## src/rtl/pause_qual_pkg.sv

```systemverilog
package pause_qual_pkg;

  localparam int THR_W        = 9;
  localparam int NUM_TCODE    = 8;
  localparam int EXIT_MS      = 5;
  localparam int MAX_ENTRY_MS = 100;

  typedef enum logic {
    PH_SEEK = 1'b0,
    PH_HOLD = 1'b1
  } phase_e;

  // Threshold magnitude for a select code, steps about 4 dB apart
  function automatic logic [THR_W-1:0] thr_level(input logic [1:0] sel);
    logic [THR_W-1:0] v;
    case (sel)
      2'd0:    v = 9'h100;
      2'd1:    v = 9'h0A2;
      2'd2:    v = 9'h066;
      default: v = 9'h040;
    endcase
    return v;
  endfunction

  // Entry time in milliseconds for a timing code
  function automatic int unsigned entry_ms(input logic [2:0] code);
    int unsigned v;
    case (code)
      3'd0:    v = 3;
      3'd1:    v = 6;
      3'd2:    v = 12;
      3'd3:    v = 20;
      3'd4:    v = 35;
      3'd5:    v = 50;
      3'd6:    v = 75;
      default: v = 100;
    endcase
    return v;
  endfunction

  function automatic int unsigned ms_to_cycles(input int unsigned ms,
                                               input int unsigned cyc_per_ms);
    return ms * cyc_per_ms;
  endfunction

endpackage

```

## src/rtl/pause_qual_cmp.sv

```systemverilog
module pause_qual_cmp
  import pause_qual_pkg::*;
#(
  parameter int LVL_W = 10
) (
  input  logic [LVL_W-1:0] level,
  input  logic [1:0]       sel,
  output logic             below
);

  logic [LVL_W-1:0] thr_ext;

  assign thr_ext = LVL_W'(thr_level(sel));
  assign below   = (level < thr_ext);

endmodule

```

## src/rtl/pause_qual_cfgwatch.sv

```systemverilog
module pause_qual_cfgwatch #(
  parameter int CFG_W = 5
) (
  input  logic             clk,
  input  logic             rst_n,
  input  logic [CFG_W-1:0] cfg,
  output logic             chg
);

  logic [CFG_W-1:0] prev_q;
  logic             primed_q;

  always_ff @(posedge clk or negedge rst_n) begin
    if (!rst_n) begin
      prev_q   <= '0;
      primed_q <= 1'b0;
    end else begin
      prev_q   <= cfg;
      primed_q <= 1'b1;
    end
  end

  assign chg = primed_q && (cfg != prev_q);

endmodule

```

## src/rtl/pause_qual_timer.sv

```systemverilog
module pause_qual_timer #(
  parameter int CNT_W = 19
) (
  input  logic             clk,
  input  logic             rst_n,
  input  logic             inc,
  input  logic [CNT_W-1:0] lim,
  output logic [CNT_W-1:0] cnt,
  output logic             hit
);

  logic [CNT_W:0] nxt;

  assign nxt = {1'b0, cnt} + {{CNT_W{1'b0}}, 1'b1};
  assign hit = inc && (nxt >= {1'b0, lim});

  always_ff @(posedge clk or negedge rst_n) begin
    if (!rst_n)            cnt <= '0;
    else if (!inc || hit)  cnt <= '0;
    else                   cnt <= nxt[CNT_W-1:0];
  end

endmodule

```

## src/rtl/pause_qual.sv

```systemverilog
module pause_qual
  import pause_qual_pkg::*;
#(
  parameter int CLK_HZ = 4332000,
  parameter int LVL_W  = 10
) (
  input  logic             clk,
  input  logic             rst_n,
  input  logic [LVL_W-1:0] level_i,
  input  logic [1:0]       thr_sel_i,
  input  logic [2:0]       time_sel_i,
  output logic             pause_n_o,
  output logic             pause_start_o
);

  localparam int CYC_PER_MS = CLK_HZ / 1000;
  localparam int MAX_CYC    = MAX_ENTRY_MS * CYC_PER_MS;
  localparam int CNT_W      = $clog2(MAX_CYC + 1);
  localparam int CFG_W      = 5;

  // Named internal events, observed by the bound checker
  logic             below_w;
  logic             cfg_chg_w;
  logic             hit_w;
  logic             inc_w;
  logic [CNT_W-1:0] cnt_w;
  logic [CNT_W-1:0] lim_w;

  phase_e           phase_q;
  logic             start_q;

  logic [CNT_W-1:0] entry_tab [NUM_TCODE];
  logic [CNT_W-1:0] exit_lim;

  for (genvar g = 0; g < NUM_TCODE; g++) begin : g_entry
    assign entry_tab[g] = CNT_W'(ms_to_cycles(entry_ms(3'(g)), CYC_PER_MS));
  end

  assign exit_lim = CNT_W'(ms_to_cycles(EXIT_MS, CYC_PER_MS));

  pause_qual_cmp #(.LVL_W(LVL_W)) u_cmp (
    .level (level_i),
    .sel   (thr_sel_i),
    .below (below_w)
  );

  pause_qual_cfgwatch #(.CFG_W(CFG_W)) u_cfg (
    .clk   (clk),
    .rst_n (rst_n),
    .cfg   ({time_sel_i, thr_sel_i}),
    .chg   (cfg_chg_w)
  );

  assign lim_w = (phase_q == PH_HOLD) ? exit_lim : entry_tab[time_sel_i];
  assign inc_w = !cfg_chg_w && ((phase_q == PH_HOLD) ? !below_w : below_w);

  pause_qual_timer #(.CNT_W(CNT_W)) u_tmr (
    .clk   (clk),
    .rst_n (rst_n),
    .inc   (inc_w),
    .lim   (lim_w),
    .cnt   (cnt_w),
    .hit   (hit_w)
  );

  always_ff @(posedge clk or negedge rst_n) begin
    if (!rst_n) begin
      phase_q <= PH_SEEK;
      start_q <= 1'b0;
    end else begin
      start_q <= hit_w && (phase_q == PH_SEEK);
      if (hit_w)
        phase_q <= (phase_q == PH_SEEK) ? PH_HOLD : PH_SEEK;
    end
  end

  assign pause_n_o     = (phase_q != PH_HOLD);
  assign pause_start_o = start_q;

endmodule

```

## config.mk

```make
export PLATFORM = sky130hd
export DESIGN_NAME = pause_qual
export DESIGN_NICKNAME = d
export VERILOG_FILES = /design/src/rtl/pause_qual_pkg.sv /design/src/rtl/pause_qual_cmp.sv /design/src/rtl/pause_qual_cfgwatch.sv /design/src/rtl/pause_qual_timer.sv /design/src/rtl/pause_qual.sv
export SDC_FILE = /design/constraint.sdc
export NUM_CORES = 1
export LEC_CHECK = 0
export CAP_MARGIN = 40
export CORE_MARGIN = 5
export CORE_UTILIZATION = 50
export DETAILED_ROUTE_END_ITERATION = 6
export PLACE_DENSITY = 0.74
export SLEW_MARGIN = 20
export SYNTH_ARGS = -nofsm -noshare
export SYNTH_HDL_FRONTEND = slang
export SYNTH_HIERARCHICAL = 1
export SYNTH_SLANG_ARGS = --single-unit
```

## constraint.sdc

```tcl
create_clock -name clk -period 2.6 [get_ports clk]
set_input_delay 0.65 -clock clk [delete_from_list [all_inputs] [get_ports clk]]
set_output_delay 0.65 -clock clk [all_outputs]
set_load 0.03 [all_outputs]
```

==> summary.txt, run 1 <==
Place
  – Dpl ws: -0.822 ns
  – RD Place Congestion: around 0.84
  – Final HPWL DP: 3910 µm
  – I/O Buffers: 17

Floorplan
  – Die height: about 80 µm
  – Die W: 78.5 µm
  – Core area: 0.00463 mm²
  – Initial core utilization: 0.507
  – Rows: 25
  – IO Pins: 19
  – Total die area: roughly 0.0062 mm²

Pwr
  – Lkg Pwr: 1.58 nW
  – Peak VDD IR: 0.000199 V
  – Cell Pwr Density: 302 mW/mm²

STA
  – Max frequency: 350 MHz
  – Fin crit share: 1.10
  – RSZ-0062 raised after global routing: yes
  – Final Setup Violations: 21
  – Final Max Tran Viols: 0
  – Worst setup margin: -0.259 ns
  – Period minus WS final: 2.86 ns
  – Final hold viol count: 0
  – Worst Skew: around 0.0028 ns

CTS
  – Clock-pin slew on the worst setup and hold paths: 0.09 ns
  – Worst-Skew Late Latency: 0.27 ns
  – Clk buf depth: 2
  – CTS H-tree depth: 1
  – Count of clock tree sinks: 27
  – Num CTS Buffers: 3
  – Root Buffer: clkbuf_8
  – TritonCTS clock tree: built

Global route
  – First-pass GRT wire length: roughly 9400 µm
  – Via count of the first global-routing pass: around 2100
  – Tot GR Track Use: 0.194
  – Grt peak-use layer: met2
  – Met1 GRT Util: 0.210
  – GRT overflow: 0
  – Met2 Use GR: 0.379
  – Largest net degree at the start of global routing: 28
  – Initial antenna violation count: 0
  – GRT met3 Usage: 0.0183

Worst setup path
  – Slowest stage delay, CP: between 0.3 and 0.4 ns
  – Data arrival, critical path: between 3 and 4 ns
  – CP Capture Type: flip-flop
  – Ordered list of cells on the worst path: ha_2 > nand4_1 > buf_4 > nor2_4 > nand3_2 > xnor2_2 > ha_1 > nand4_1 > nor3_2 > nor4bb_4 > a221o_1 > o21a_1 > xor2_1
  – Crit-path max FO: 3
  – Slowest cell on crit path: dfrtp_1
  – CP Launch Type: flip-flop
  – Crit path top cell by count: nand4_1
  – Worst setup path class: reg -> reg
  – Req. time, crit path: between 2 and 3 ns

Synthesis
  – Flop and latch count out of synthesis: 27
  – Yosys top cell by area: dfrtp_1
  – Share of synthesized registers carrying an async set or reset: 1.00
  – Top FF cell, synth: dfrtp_1
  – Cell variety after synth: 44
  – Post-synth EDFFs: 0
  – Yosys top cell area share: 0.288
  – Syn Area/Cell: 9.74 µm²
  – Top cells by area, synth: dfrtp_1, ha_1, xnor2_1, inv_1, nor3b_2
  – Sequential fraction of the synthesis area: 0.288
  – Cells after Synth: ~240
  – Synth Warn #: 6
  – Syn Std Cell Area: approximately 0.0023 mm²

Final layout
  – Syn-to-layout area delta: 39.7%
  – Post-layout nets: 363
  – Share of layout cells above drive strength 1: 0.388
  – Antenna fix cells: 0
  – Fillers: 348
  – Final Util: 0.708

Routing
  – Via Count: 1963
  – Vias per inst: 5.41
  – DRT Pass-1 Iters: 4
  – Remaining routing DRC violations: 0
  – Post-route ant nets: 0
  – Initial DRC count: 70
  – DRT Wirelength: roughly 5700 µm
  – DR WL/cell: approximately 16 µm

Min path
  – Hold Crit Class: reg -> reg

Run
  – Maxcap violations: 0

Status
  – Status: finished, violations left
  – Failing checks: setup timing
==> sequential cells by signal, indices dropped and copies added, names as in the netlist <==
signal,count
u_cfg/primed_q,1
pause_start_o,1
u_tmr/cnt,19
u_cfg/prev_q,5
phase_q,1
==> cell type report <==
cell class | instances | area, µm² | area share
Inverter | 29 | 109 | 0.0332
Timing Repair Buffer | 69 | 623 | 0.190
Sequential cell | 27 | 676 | 0.206
Clock buffer | 4 | 45.0 | 0.0137
Multi-Input combinational cell | 180 | 1760 | 0.536
Tap cell | 54 | 67.6 | 0.0206
==> worst max-delay path, delay by kind of cell (launching register included) <==
kind | cells | cell delay (ns)
AND/OR/NAND/NOR | 6 | 1.01
buffers and inverters | 1 | 0.19
flip-flops | 1 | 0.36
XOR/XNOR | 2 | 0.31
adder cells (fa/ha/maj) | 2 | 0.49
AO/OA/AOI/OAI | 2 | 0.40
==> cells in the mapped netlist, types with 3 or more instances <==
master / number
nor3b_1: 10
xor2_1: 9
nand2_1: 14
ha_1: 36
a21oi_1: 12
nand4_1: 5
a21o_1: 3
xnor2_1: 14
nor2_1: 9
nor3_2: 3
dfrtp_1: 27
o21a_1: 3
nor3b_2: 8
buf_6: 4
nand3_1: 10
o211ai_1: 4
or2_1: 3
nor3_1: 3
nand2b_1: 4
inv_1: 29
==> kinds of logic (layout without fill, tap and decap cells) <==
| kind of cell | after synthesis | after routing | synth area share |
|---|---|---|---|
| AOI/OAI and AO/OA | 31 | 31 | 0.0965 |
| xor gates and xnor gates | 24 | 24 | 0.0928 |
| adders and majority gates | 36 | 36 | 0.192 |
| buffers and inverters | 35 | 102 | 0.0698 |
| DFF | 27 | 27 | 0.288 |
| muxes | 1 | 1 | 0.00480 |
| other | 2 | 3 | 0.00320 |
| and+or+nand+nor | 85 | 85 | 0.253 |
==> power by group <==
part           internal [W]  switching (W)
combinational      0.000157       0.000155
clock              0.000110       0.000132
sequential         0.000428     0.00000897
==> repair_timing <==
action                                  in CTS  in global routing
hold buffers                                 0                  0
setup buffers                                2                  2
pin swaps                                   11                 12
gates resized for setup                     42                 12
endpoints found under the setup margin      21                 21
gates cloned                                 2                  1
==> final timing paths <==
| check | start | to | slack [ns] | cells past startpoint |
|---|---|---|---|---|
| max | u_tmr/cnt[1] | phase_q | -0.26 | 13 |
| max reg2reg | u_tmr/cnt[1] | phase_q | -0.26 | 13 |
| min | u_tmr/cnt[0] | u_tmr/cnt[0] | 0.57 | 2 |
| max in group asynchronous | rst_n | u_tmr/cnt[12] | 1.59 | 2 |
| min reg2reg | u_tmr/cnt[0] | u_tmr/cnt[0] | 0.57 | 2 |
| min in group asynchronous | rst_n | u_tmr/cnt[0] | 0.75 | 2 |
==> placed cells by master, fill, tap and decap left out, types with 5 or more instances in the layout <==
master / netlist / layout
clkdlybuf4s50_1: 0 / 12
xor2_1: 9 / 7
nand4_1: 5 / 5
nor3b_2: 8 / 14
xnor2_1: 14 / 8
a21oi_1: 12 / 11
nand3_2: 2 / 5
nand2_1: 14 / 13
inv_1: 29 / 25
ha_1: 36 / 29
buf_4: 0 / 46
dfrtp_1: 27 / 27
nand3_1: 10 / 6
xnor2_2: 1 / 7
nor2_1: 9 / 6
==> layer usage <==
layer | wire length, µm | vias to the layer above
li1 | - | 961
met1 | 2260 | 945
met2 | 3130 | 41
met3 | 145 | 16
met4 | 146 | 0
met5 | 0 | -
==> metrics by stage <==
stage / area, µm² / cells / hold slack, ns / total power (W) / TNS, ns
finish: 3280 / 363 / 0.572 / 0.000991 / -4.63
global route: 3280 / 363 / 0.592 / 0.00105 / -7.44
CTS: 3170 / 360 / 0.566 / 0.000983 / -2.89
detailed placement: 2900 / 352 / 0.550 / 0.000700 / -16.70
global placement: 2900 / 352 / 0.546 / 0.000693 / -14.66
floorplan: 2370 / 242 / 0.354 / 0.000600 / -0.343
Note: power is estimated with default switching activity, not from simulation.
==> inputs of run 2 (changes only) <==
--- a/config.mk
+++ b/config.mk
@@ -9,7 +9,7 @@
 export CORE_MARGIN = 5
 export CORE_UTILIZATION = 50
 export DETAILED_ROUTE_END_ITERATION = 6
-export PLACE_DENSITY = 0.74
+export PLACE_DENSITY = 0.71
 export SLEW_MARGIN = 20
 export SYNTH_ARGS = -nofsm -noshare
 export SYNTH_HDL_FRONTEND = slang
==> constraint.sdc (replaced) <==
create_clock -name clk -period 3.1 [get_ports clk]
set_input_delay 0.775 -clock clk [delete_from_list [all_inputs] [get_ports clk]]
set_output_delay 0.775 -clock clk [all_outputs]
set_load 0.03 [all_outputs]
==> run 2 against run 1 <==
The flow now finishes without violations. Setup slack gained 0.34 ns. Via count shrank 4.7%. Hold slack gained 0.018 ns. Sequential share of layout area grew 1.1 points. Clock skew grew 0.0011 ns. Non-clock buffer count shrank 11. Global-route usage shrank 1.8 points. Combinational power shrank 14%. Register-to-register slack gained 0.37 ns. Flip-flop and latch count is the same. First-iteration DRC count shrank 46%. Critical path depth grew 1. Largest cell class unchanged. Highest routed layer unchanged.
==> summary.txt, run 2 (synthesized netlist as in run 1, its figures left out) <==
Worst setup path
  – Crit path top cell by count: buf_4
  – Crit path max-delay family: buffers and inverters
  – CP Capture Type: flip-flop
  – Ordered list of cells on the worst path: dlygate4sd2_1 > buf_6 > buf_4 > or2_1 > a21o_1 > inv_1 > ha_1 > o21a_1 > nor2_2 > nor4bb_4 > a221o_1 > buf_4 > buf_4 > nor3b_1
  – Crit path depth: 14 (+1)
  – Slowest stage delay, CP: 0.36 ns (about the same)
  – Slowest cell on crit path: a221o_1
  – Req. time, crit path: 3.30 ns (+0.50 ns)
  – CP Launch Type: input pin
  – FF-to-FF path depth: 13 (unchanged)
  – Worst setup path class: in -> reg
  – Crit-path max FO: 6 (+3)
  – Data arrival, critical path: 3.22 ns (+0.16 ns)
  – CP Buf/Inv Count: 6 (+5)

Pwr
  – Clock power share: 0.247 (+0.003)
  – Sequential Power Share: 0.436 (-0.005)
  – Sw frac: 0.297 (-0.00214)
  – Peak VDD IR: 0.000256 V (+29%)
  – Cell-internal power: 0.000592 W (-15%)
  – Lkg Pwr: 1.52 nW (-4.0%)
  – Sw power: 0.000250 W (-16%)
  – Comb pwr share: 0.317 (+0.002)
  – Cell Pwr Density: 269 mW/mm² (-11%)

STA
  – Period minus WS final: slightly above 3 ns
  – Final Max Tran Viols: 0 (unchanged)
  – Final Setup Violations: 0 (-100%)
  – Final hold viol count: 0 (unchanged)
  – Worst Skew: 0.00393 ns (+0.00109 ns)
  – RSZ-0062 raised after global routing: yes
  – Max frequency: 332 MHz
  – Total negative setup slack: 0 ns (+4.63 ns)
  – Fin crit share: 0.973
  – WHS: 0.591 ns (+0.0183 ns)

Place
  – RD Place Congestion: 0.853 (+1.0%)
  – Dpl cells: 333 (-5.4%)
  – I/O Buffers: 17 (unchanged)
  – Area after DPL: 0.00274 mm² (-5.4%)
  – Final HPWL DP: 3630 µm (-7.2%)

Routing
  – DRT Pass-1 Iters: 4 (unchanged)
  – DR WL/cell: 14.6 µm (-6.8%)
  – Initial DRC count: 38 (-46%)
  – DRT Wirelength: 5130 µm (-9.6%)
  – Via Count: 1871 (-4.7%)
  – Post-route ant nets: 0 (unchanged)
  – Remaining routing DRC violations: 0 (unchanged)
  – Vias per inst: 5.32 (-1.7%)

Final layout
  – Max FFs per register: 19 (unchanged)
  – Syn-to-layout area delta: 33.2%
  – Most common cell after layout, fill and taps aside: ha_1
  – Share of layout cells above drive strength 1: 0.342 (-0.0461)
  – Final instance area: 0.00313 mm² (-4.6%)
  – Layout Cells excl Fill: 352 (-3.0%)
  – Post-layout nets: 352 (-3.0%)
  – Top flop regs: u_tmr/cnt (19), u_cfg/prev_q (5)
  – Fillers: 370 (+6.3%)
  – Antenna fix cells: 0 (unchanged)
  – Most frequent cells in the layout: ha_1, buf_4, inv_1
  – Largest Register: u_tmr/cnt

Min path
  – Hold Crit Class: reg -> reg
  – Hold Crit Depth: 1 (-1)

Floorplan
  – IO Pins: 19 (unchanged)
  – Die W: 78.5 µm (unchanged)
  – Total die area: 0.00616 mm² (unchanged)
  – Die height: 78.5 µm (unchanged)
  – Core area: 0.00463 mm² (unchanged)
  – Rows: 25 (unchanged)
  – Initial core utilization: 0.507 (unchanged)

CTS
  – Worst-Skew Late Latency: 0.28 ns (about the same)
  – Clock-pin slew on the worst setup and hold paths: 0.10 ns (about the same)
  – Count of clock tree sinks: 27 (unchanged)
  – Root Buffer: clkbuf_8
  – Clk buf depth: 2 (unchanged)
  – Num CTS Buffers: 3 (unchanged)
  – CTS H-tree depth: 1 (unchanged)
  – TritonCTS clock tree: built

Global route
  – Grt peak-use layer: met2
  – First-pass GRT wire length: 8650 µm (-8.1%)
  – GRT overflow: 0 (unchanged)
  – GRT met3 Usage: 0.0298 (+0.0115)
  – Initial antenna violation count: 0 (unchanged)
  – Largest net degree at the start of global routing: 28 (unchanged)
  – Via count of the first global-routing pass: 1913 (-10%)
  – Met2 Use GR: 0.342 (-0.0365)
  – Tot GR Track Use: 0.176 (-0.0176)
  – Met1 GRT Util: 0.192 (-0.0183)

Status
  – Status: completed

Run
  – Maxcap violations: 0 (unchanged)
-- run 2: cell count changes in the layout (fill, tap and decap cells not counted), sizes merged --
cell           before  now
dlygate4sd2         2    1
buf                51   41
clkbuf              5    7
clkdlybuf4s15       3    1
-- run 2: power by group through the flow --
stage	combinational (W)	clock, W	sequential, W
6_report	0.000267	0.000208	0.000367
5_1_grt	0.000298	0.000234	0.000369
4_1_cts	0.000258	0.000213	0.000366
3_5_place_dp	0.000210	0	0.000373
3_3_place_gp	0.000205	0	0.000372
2_1_floorplan	0.000127	0	0.000370
-- run 2: stage by stage --
stage	setup slack [ns]	util	power (W)
floorplan	0.231	-	0.000497
finish	0.0837	0.675	0.000842
CTS	0.0313	0.644	0.000836
detailed placement	-0.514	0.592	0.000582
global route	-0.0752	0.675	0.000902
global placement	-0.444	0.592	0.000577
-- run 2: repair_timing --
action | 4_1_cts | 5_1_grt
setup endpoints to repair | 21 | 21
pin swaps | 7 | 14
buffers inserted | 7 | 5
hold buffers | 0 | 0
gates cloned | 3 | 0
resized for setup | 26 | 30
-- run 2: final timing paths --
kind | from | endpoint | slack, ns
max | time_sel_i[2] | u_tmr/cnt[18] | 0.08
min | phase_q | pause_start_o | 0.59
max reg2reg | u_tmr/cnt[1] | u_tmr/cnt[18] | 0.11
min reg2reg | phase_q | pause_start_o | 0.59
max in group asynchronous | rst_n | u_tmr/cnt[6] | 1.95
min in group asynchronous | rst_n | u_tmr/cnt[3] | 0.87
-- run 2: layer usage --
| layer | up-vias | share of wire |
|---|---|---|
| met1 | 888 | 0.41 |
| met4 | 0 | 0.022 |
| met2 | 23 | 0.55 |
| met3 | 12 | 0.025 |
| met5 | - | 0 |
| li1 | 948 | - |
-- run 2: final cells by class --
class / instances / area, µm² / share of cell area
multi-input cells: 180 / 1680 / 0.537
inverters: 29 / 109 / 0.0348
repair buffers: 58 / 547 / 0.175
well taps: 54 / 67.6 / 0.0216
clock buffers: 4 / 45.0 / 0.0144
flip-flops and latches: 27 / 679 / 0.217
